[config.mk]
export PLATFORM = sky130hd
export DESIGN_NAME = bin_arith_decoder
export DESIGN_NICKNAME = d
export VERILOG_FILES = /design/src/rtl/abd_pkg.sv /design/src/rtl/abd_renorm.sv /design/src/rtl/abd_lps_lookup.sv /design/src/rtl/abd_decide.sv /design/src/rtl/bin_arith_decoder.sv
export SDC_FILE = /design/constraint.sdc
export NUM_CORES = 1
export LEC_CHECK = 0
export BUFFER_PORTS_ARGS = -buffer_cell sky130_fd_sc_hd__clkbuf_2
export CORE_MARGIN = 4
export CORE_UTILIZATION = 60
export CTS_BUF_LIST = sky130_fd_sc_hd__clkbuf_4
export DETAILED_ROUTE_END_ITERATION = 10
export GPL_TIMING_DRIVEN = 1
export PLACE_DENSITY = 0.81
export REMOVE_ABC_BUFFERS = 1
export SYNTH_ARGS = -nofsm -noshare
export SYNTH_HDL_FRONTEND = slang
export SYNTH_SLANG_ARGS = --single-unit
[constraint.sdc]
create_clock -name clk -period 21.6 [get_ports clk]
set_clock_uncertainty 0.1 [all_clocks]
set_input_delay 1.08 -clock clk [delete_from_list [all_inputs] [get_ports clk]]
set_output_delay 1.08 -clock clk [all_outputs]
set_load 0.02 [all_outputs]
[src/rtl/abd_pkg.sv]
package abd_pkg;

  localparam int unsigned ST_W     = 6;
  localparam int unsigned ST_COUNT = 1 << ST_W;
  localparam int unsigned ST_SAT   = 62;
  localparam int unsigned QUARTERS = 4;

  // Per-state LPS width at the lowest range quarter.
  localparam logic [7:0] LPS_BASE [ST_COUNT] = '{
    8'd128, 8'd128, 8'd128, 8'd123, 8'd116, 8'd111, 8'd105, 8'd100,
    8'd95,  8'd90,  8'd85,  8'd81,  8'd77,  8'd73,  8'd69,  8'd66,
    8'd62,  8'd59,  8'd56,  8'd53,  8'd51,  8'd48,  8'd46,  8'd43,
    8'd41,  8'd39,  8'd37,  8'd35,  8'd33,  8'd32,  8'd30,  8'd29,
    8'd27,  8'd26,  8'd24,  8'd23,  8'd22,  8'd21,  8'd20,  8'd19,
    8'd18,  8'd17,  8'd16,  8'd15,  8'd14,  8'd14,  8'd13,  8'd12,
    8'd12,  8'd11,  8'd11,  8'd10,  8'd10,  8'd9,   8'd9,   8'd8,
    8'd8,   8'd7,   8'd7,   8'd7,   8'd6,   8'd6,   8'd6,   8'd6
  };

  // State reached after an LPS decision.
  localparam logic [ST_W-1:0] LPS_NEXT [ST_COUNT] = '{
    6'd0,  6'd0,  6'd1,  6'd2,  6'd2,  6'd4,  6'd4,  6'd5,
    6'd6,  6'd7,  6'd8,  6'd9,  6'd9,  6'd11, 6'd11, 6'd12,
    6'd13, 6'd13, 6'd15, 6'd15, 6'd16, 6'd16, 6'd18, 6'd18,
    6'd19, 6'd19, 6'd21, 6'd21, 6'd22, 6'd22, 6'd23, 6'd24,
    6'd24, 6'd25, 6'd26, 6'd26, 6'd27, 6'd27, 6'd28, 6'd29,
    6'd29, 6'd30, 6'd30, 6'd30, 6'd31, 6'd32, 6'd32, 6'd33,
    6'd33, 6'd33, 6'd34, 6'd34, 6'd35, 6'd35, 6'd35, 6'd36,
    6'd36, 6'd36, 6'd37, 6'd37, 6'd37, 6'd38, 6'd38, 6'd38
  };

  // Scale in eighths applied per range quarter.
  localparam logic [3:0] QUART_MUL [QUARTERS] = '{4'd8, 4'd11, 4'd13, 4'd15};

  typedef struct packed {
    logic            bin;
    logic [ST_W-1:0] state;
    logic            mps;
  } bin_result_t;

endpackage

[src/rtl/abd_renorm.sv]
module abd_renorm #(
  parameter int unsigned RANGE_W = 9,
  parameter int unsigned FEED_W  = 8,
  parameter int unsigned SHIFT_W = 3
) (
  input  logic [RANGE_W-1:0] range_i,
  input  logic [RANGE_W-1:0] offset_i,
  input  logic [FEED_W-1:0]  feed_i,
  input  logic               bypass_i,
  output logic [RANGE_W-1:0] range_n_o,
  output logic [RANGE_W:0]   offset_n_o,
  output logic [SHIFT_W-1:0] shift_o
);

  logic [SHIFT_W-1:0] lead_zeros;
  logic               seen_one;
  logic [RANGE_W:0]   off_hi;
  logic [FEED_W-1:0]  fresh;

  // Leading-zero count of the stored range: the deferred shift.
  always_comb begin
    lead_zeros = '0;
    seen_one   = 1'b0;
    for (int i = RANGE_W - 1; i >= 0; i--) begin
      if (range_i[i]) begin
        seen_one = 1'b1;
      end else if (!seen_one) begin
        lead_zeros = lead_zeros + SHIFT_W'(1);
      end
    end
  end

  // Bypass doubles the offset by one extra step of the same shift.
  assign shift_o   = lead_zeros + SHIFT_W'(bypass_i);
  assign range_n_o = range_i << lead_zeros;

  always_comb begin
    off_hi     = (RANGE_W + 1)'({1'b0, offset_i}) << shift_o;
    fresh      = (feed_i >> (SHIFT_W'(FEED_W - 1) - shift_o)) >> 1;
    offset_n_o = off_hi | (RANGE_W + 1)'(fresh);
  end

endmodule

[src/rtl/abd_lps_lookup.sv]
module abd_lps_lookup
  import abd_pkg::*;
#(
  parameter int unsigned RANGE_W = 9
) (
  input  logic [ST_W-1:0]    state_i,
  input  logic [1:0]         quarter_i,
  output logic [RANGE_W-1:0] rlps_o
);

  logic [RANGE_W-1:0] sub_val [QUARTERS];

  // One sub-table per range quarter, each addressed by state only.
  for (genvar g = 0; g < QUARTERS; g++) begin : g_sub
    logic [11:0] prod;
    always_comb prod = 12'(LPS_BASE[state_i]) * 12'(QUART_MUL[g]) + 12'd4;
    assign sub_val[g] = RANGE_W'(prod >> 3);
  end

  assign rlps_o = sub_val[quarter_i];

endmodule

[src/rtl/abd_decide.sv]
module abd_decide
  import abd_pkg::*;
#(
  parameter int unsigned RANGE_W = 9
) (
  input  logic [RANGE_W-1:0] range_n_i,
  input  logic [RANGE_W:0]   offset_n_i,
  input  logic [RANGE_W-1:0] rlps_i,
  input  logic               bypass_i,
  input  logic [ST_W-1:0]    state_i,
  input  logic               mps_i,
  output bin_result_t        result_o,
  output logic [RANGE_W-1:0] range_nx_o,
  output logic [RANGE_W-1:0] offset_nx_o
);

  logic [RANGE_W-1:0] rmps;
  logic [RANGE_W-1:0] cmp_val;
  logic [RANGE_W:0]   off_diff;
  logic               take;

  assign rmps     = range_n_i - rlps_i;
  assign cmp_val  = bypass_i ? range_n_i : rmps;
  assign take     = offset_n_i >= {1'b0, cmp_val};
  assign off_diff = offset_n_i - {1'b0, cmp_val};

  always_comb begin
    offset_nx_o = RANGE_W'(take ? off_diff : offset_n_i);
    if (bypass_i) begin
      result_o.bin   = take;
      result_o.state = state_i;
      result_o.mps   = mps_i;
      range_nx_o     = range_n_i;
    end else if (take) begin
      result_o.bin   = !mps_i;
      result_o.state = LPS_NEXT[state_i];
      result_o.mps   = (state_i == '0) ? !mps_i : mps_i;
      range_nx_o     = rlps_i;
    end else begin
      result_o.bin   = mps_i;
      result_o.state = (state_i < ST_W'(ST_SAT)) ? state_i + ST_W'(1) : state_i;
      result_o.mps   = mps_i;
      range_nx_o     = rmps;
    end
  end

endmodule

[src/rtl/bin_arith_decoder.sv]
module bin_arith_decoder
  import abd_pkg::*;
#(
  parameter int unsigned RANGE_W    = 9,
  parameter int unsigned FEED_W     = 8,
  parameter int unsigned INIT_RANGE = 510,
  localparam int unsigned SHIFT_W   = $clog2(FEED_W)
) (
  input  logic               clk,
  input  logic               rst_n,
  input  logic               init,
  input  logic [RANGE_W-1:0] init_bits,
  input  logic               in_valid,
  output logic               in_ready,
  input  logic               in_bypass,
  input  logic [ST_W-1:0]    in_state,
  input  logic               in_mps,
  input  logic [FEED_W-1:0]  feed_bits,
  output logic [SHIFT_W-1:0] need_bits,
  output logic               out_valid,
  input  logic               out_ready,
  output logic               out_bin,
  output logic [ST_W-1:0]    out_state,
  output logic               out_mps
);

  logic [RANGE_W-1:0] range_q;
  logic [RANGE_W-1:0] offset_q;
  logic [RANGE_W-1:0] range_n;
  logic [RANGE_W:0]   offset_n;
  logic [RANGE_W-1:0] rlps;
  logic [RANGE_W-1:0] range_nx;
  logic [RANGE_W-1:0] offset_nx;
  bin_result_t        result_d;
  bin_result_t        result_q;
  logic               accept;

  assign in_ready = (!out_valid || out_ready) && !init;
  assign accept   = in_valid && in_ready;

  abd_renorm #(
    .RANGE_W (RANGE_W),
    .FEED_W  (FEED_W),
    .SHIFT_W (SHIFT_W)
  ) u_renorm (
    .range_i    (range_q),
    .offset_i   (offset_q),
    .feed_i     (feed_bits),
    .bypass_i   (in_bypass),
    .range_n_o  (range_n),
    .offset_n_o (offset_n),
    .shift_o    (need_bits)
  );

  abd_lps_lookup #(
    .RANGE_W (RANGE_W)
  ) u_lps (
    .state_i   (in_state),
    .quarter_i (range_n[RANGE_W-2 -: 2]),
    .rlps_o    (rlps)
  );

  abd_decide #(
    .RANGE_W (RANGE_W)
  ) u_decide (
    .range_n_i   (range_n),
    .offset_n_i  (offset_n),
    .rlps_i      (rlps),
    .bypass_i    (in_bypass),
    .state_i     (in_state),
    .mps_i       (in_mps),
    .result_o    (result_d),
    .range_nx_o  (range_nx),
    .offset_nx_o (offset_nx)
  );

  // Interval registers hold pre-renormalization values.
  always_ff @(posedge clk) begin
    if (!rst_n) begin
      range_q  <= RANGE_W'(INIT_RANGE);
      offset_q <= '0;
    end else if (init) begin
      range_q  <= RANGE_W'(INIT_RANGE);
      offset_q <= init_bits;
    end else if (accept) begin
      range_q  <= range_nx;
      offset_q <= offset_nx;
    end
  end

  always_ff @(posedge clk) begin
    if (!rst_n) begin
      out_valid <= 1'b0;
      result_q  <= '0;
    end else if (accept) begin
      out_valid <= 1'b1;
      result_q  <= result_d;
    end else if (out_ready) begin
      out_valid <= 1'b0;
    end
  end

  assign out_bin   = result_q.bin;
  assign out_state = result_q.state;
  assign out_mps   = result_q.mps;

endmodule

==> run_summary.xml <==
<?xml version="1.0" encoding="UTF-8"?>
<metrics>
  <group name="run_status">
    <metric name="status" unit="">complete, no violations</metric>
  </group>
  <group name="job">
    <metric name="drv.max_cap_violation_count" unit="">0</metric>
  </group>
  <group name="placed_design">
    <metric name="globalplace.congestion" unit="">0.9275</metric>
    <metric name="port_buffers" unit="">41</metric>
    <metric name="hpwl_after_detailed_placement" unit="um">13290</metric>
    <metric name="dpl.cell_count" unit="">1049</metric>
  </group>
  <group name="detailed_routing">
    <metric name="routed_wl" unit="um">17030</metric>
    <metric name="vias" unit="">6613</metric>
    <metric name="drtIter0Drc" unit="">479</metric>
    <metric name="post_drt_wl_per_cell" unit="um">16.17</metric>
    <metric name="route.antenna.remaining_nets" unit="">0</metric>
    <metric name="detail_route.vias_per_cell" unit="">6.280</metric>
    <metric name="drc" unit="">0</metric>
    <metric name="dr.pass1.iters" unit="">5</metric>
  </group>
  <group name="layout">
    <metric name="syn_to_final_growth" unit="%">3.153</metric>
    <metric name="mostFrequentLayoutCells" unit="">107 x ha_1, 84 x nand2_1, 79 x a21oi_1</metric>
    <metric name="insertedDiodeCount" unit="">0</metric>
    <metric name="finish.net_count" unit="">1070</metric>
    <metric name="final_layout_size_suffix_gt1_share" unit="%">10.77</metric>
    <metric name="layout.cells.most_common" unit="">ha_1</metric>
    <metric name="finish.cell_count_without_fillers" unit="">1053</metric>
  </group>
  <group name="global_routing">
    <metric name="first_global_vias" unit="">5983</metric>
    <metric name="track_usage" unit="%">25.56</metric>
    <metric name="first_pass_grt_wire_length" unit="um">28780</metric>
    <metric name="grt_antenna_before_repair" unit="">0</metric>
    <metric name="global_route.overflow_total" unit="">0</metric>
    <metric name="grt_max_degree" unit="">41</metric>
  </group>
  <group name="clocking">
    <metric name="tritoncts" unit="">done</metric>
    <metric name="h-tree-depth" unit="">1</metric>
    <metric name="cts-root-to-sink-buffers" unit="">2</metric>
    <metric name="cts_hold_bufs" unit="">0</metric>
    <metric name="postCtsSetupRepairBufs" unit="">0</metric>
    <metric name="cts_buffers" unit="">3</metric>
    <metric name="cts_sinks" unit="">27</metric>
    <metric name="cts.root.buffer_cell" unit="">clkbuf_4</metric>
    <metric name="cts.reportedPaths.clkPinSlew" unit="ns">0.15</metric>
    <metric name="postCtsResizedCells" unit="">0</metric>
    <metric name="clock_latency" unit="ns">0.33</metric>
  </group>
  <group name="critical_path">
    <metric name="r2r-end" unit="">range_q[3]</metric>
    <metric name="setup.worst_path.end_class" unit="">flop</metric>
    <metric name="criticalPathCategory" unit="">input port to flop</metric>
    <metric name="worstSetupStartpointType" unit="">input port</metric>
    <metric name="max_stage_delay" unit="ns">0.72</metric>
    <metric name="worst-path-max-fanout" unit="">36</metric>
    <metric name="slowest_stage" unit="">nand2_1</metric>
    <metric name="worst_r2r_startpoint" unit="">range_q[7]</metric>
    <metric name="r2r_slack" unit="ns">11.01</metric>
    <metric name="reg2regPathDepth" unit="">46</metric>
    <metric name="critical_path_required" unit="ns">21.73</metric>
    <metric name="cp_data_arrival_time" unit="ns">11.05</metric>
  </group>
  <group name="power">
    <metric name="cellInternalPower" unit="uW">382.8</metric>
    <metric name="irDropWorstVdd" unit="mV">0.06685</metric>
    <metric name="areal_power_density_over_the_cells" unit="nW/um^2">118.8</metric>
    <metric name="clock_group_share_of_total_power" unit="%">2.8</metric>
    <metric name="power_switching_share" unit="%">55.01</metric>
    <metric name="net-switching-power" unit="uW">468.1</metric>
    <metric name="comb_power_share" unit="%">90.1</metric>
    <metric name="sequentialPowerShare" unit="%">7.1</metric>
    <metric name="p_total" unit="uW">850.9</metric>
    <metric name="total_leakage_power" unit="nW">3.356</metric>
  </group>
  <group name="timing">
    <metric name="slew_violations" unit="">0</metric>
    <metric name="worstMarginPinSlew" unit="ns">0.9901</metric>
    <metric name="min_period" unit="ns">10.91</metric>
    <metric name="report.final.hold_viol_count" unit="">0</metric>
    <metric name="slew-limit-headroom" unit="%">33.99</metric>
    <metric name="period_share" unit="%">50.52</metric>
    <metric name="max_freq" unit="MHz">91.63</metric>
    <metric name="rsz0062_at_grt" unit="">no</metric>
    <metric name="final.setup.tns" unit="ns">0</metric>
    <metric name="finalSetupViolations" unit="">0</metric>
  </group>
  <group name="die">
    <metric name="start_util" unit="%">61.08</metric>
    <metric name="placeableCoreArea" unit="sq um">11370</metric>
    <metric name="floorplan.die_area" unit="sq um">13360</metric>
    <metric name="chipWidth" unit="um">115.6</metric>
    <metric name="placementRows" unit="">39</metric>
    <metric name="die_h" unit="um">115.6</metric>
    <metric name="design.portCount" unit="">43</metric>
  </group>
  <group name="synth">
    <metric name="postSynth.asyncResetShare" unit="%">0</metric>
    <metric name="postSynthRegisterBits" unit="">27</metric>
    <metric name="yosysWarningCount" unit="">0</metric>
    <metric name="syn-instance-count" unit="">911</metric>
    <metric name="synthesis.area_per_instance" unit="sq um">7.623</metric>
    <metric name="synthFlopType" unit="">dfxtp_1</metric>
    <metric name="synth_area" unit="sq um">6944</metric>
    <metric name="synth-edff-count" unit="">0</metric>
    <metric name="yosysSeqAreaShare" unit="%">7.784</metric>
    <metric name="yosys.cell_types.count" unit="">91</metric>
  </group>
  <group name="hold_path">
    <metric name="whs_endpoint" unit="">out_state[4]</metric>
    <metric name="timing.hold.worst.class" unit="">flop to flop</metric>
    <metric name="hold_start" unit="">out_state[4]</metric>
    <metric name="hold_path_depth" unit="">2</metric>
  </group>
</metrics>
registers in the layout, summed over array words and instances (netlist names):
| signal | flops |
|---|---|
| offset_q | 9 |
| range_q | 9 |
| out_state | 6 |
| out_bin | 1 |
| out_mps | 1 |
| out_valid | 1 |
power by group through the flow:
stage | sequential [mW] | combinational [mW] | clock (mW)
after floorplan | 0.0619 | 0.596 | 0
after global placement | 0.0615 | 0.731 | 0
after detailed placement | 0.0615 | 0.749 | 0
after CTS | 0.0605 | 0.756 | 0.0241
after global routing | 0.0614 | 0.854 | 0.0265
final | 0.0606 | 0.766 | 0.0239
cell usage after synthesis (all sizes together) (20+ instances only):
| library cell | number | area share [%] |
|---|---|---|
| a21oi | 81 | 5.9 |
| inv | 60 | 3.3 |
| ha | 107 | 19 |
| o21ai | 55 | 4.1 |
| mux2i | 24 | 3.6 |
| fa | 22 | 6.3 |
| nor2 | 78 | 4.2 |
| nand2 | 85 | 4.6 |
| dfxtp | 27 | 7.8 |
| a211oi | 20 | 2.3 |
| clkbuf | 32 | 1.7 |
| nor2b | 20 | 1.8 |
| xnor2 | 29 | 3.7 |
kinds of logic (layout without fill, tap and decap cells):
family | count (synthesis) | count (layout) | share of synthesized area (%)
AOI/OAI and AO/OA | 291 | 291 | 29.71
xor gates and xnor gates | 41 | 41 | 5.171
and+or+nand+nor | 272 | 272 | 18.49
muxes | 38 | 38 | 6.450
buffers and inverters | 113 | 112 | 6.775
DFF | 27 | 27 | 7.784
adders and majority gates | 129 | 129 | 25.62
layer usage:
metal  GRT usage [%]  share of wire [%]
met1           36.48                 47
met2           43.13                 47
met3           1.514                4.6
met4           4.617                1.3
met5               0                  0
metrics by stage:
stage	util (%)	cell area [sq um]	worst slack (ns)	hold slack, ns
after floorplan	-	6711	12.75	0.3922
after global placement	62.74	7133	10.60	0.3423
after detailed placement	62.74	7133	10.48	0.3466
after CTS	63.00	7163	10.80	0.3658
after global routing	63.00	7163	10.05	0.3830
final	63.00	7163	10.69	0.3660
critical path, delay by kind of cell:
kind                     cells  cell delay (ns)
multiplexers                 1             0.24
AO/OA/AOI/OAI               13             3.45
buffers and inverters        3             1.22
adder cells (fa/ha/maj)      7             2.65
AND/OR/NAND/NOR              8             2.05
XOR/XNOR                     2             0.35
final cells by class:
type / instances / area (sq um)
Multi-Input combinational cell: 771 / 5933
Fill cell: 1037 / 4207
Sequential cell: 27 / 540.5
Timing Repair Buffer: 46 / 242.7
Inverter: 62 / 237.7
Tap cell: 143 / 178.9
Clock buffer: 4 / 30.03
worst max path at each step:
stage	to	slack [ns]	start	depth (start not counted)
after global routing	out_state[5]	10.05	in_state[2]	34
after global placement	range_q[3]	10.60	in_state[2]	34
after detailed placement	range_q[3]	10.48	in_state[2]	34
final	out_state[3]	10.69	in_state[2]	34
after floorplan	range_q[3]	12.75	in_state[1]	34
after CTS	range_q[3]	10.80	in_state[2]	34
(Power assumes the default switching activity.)
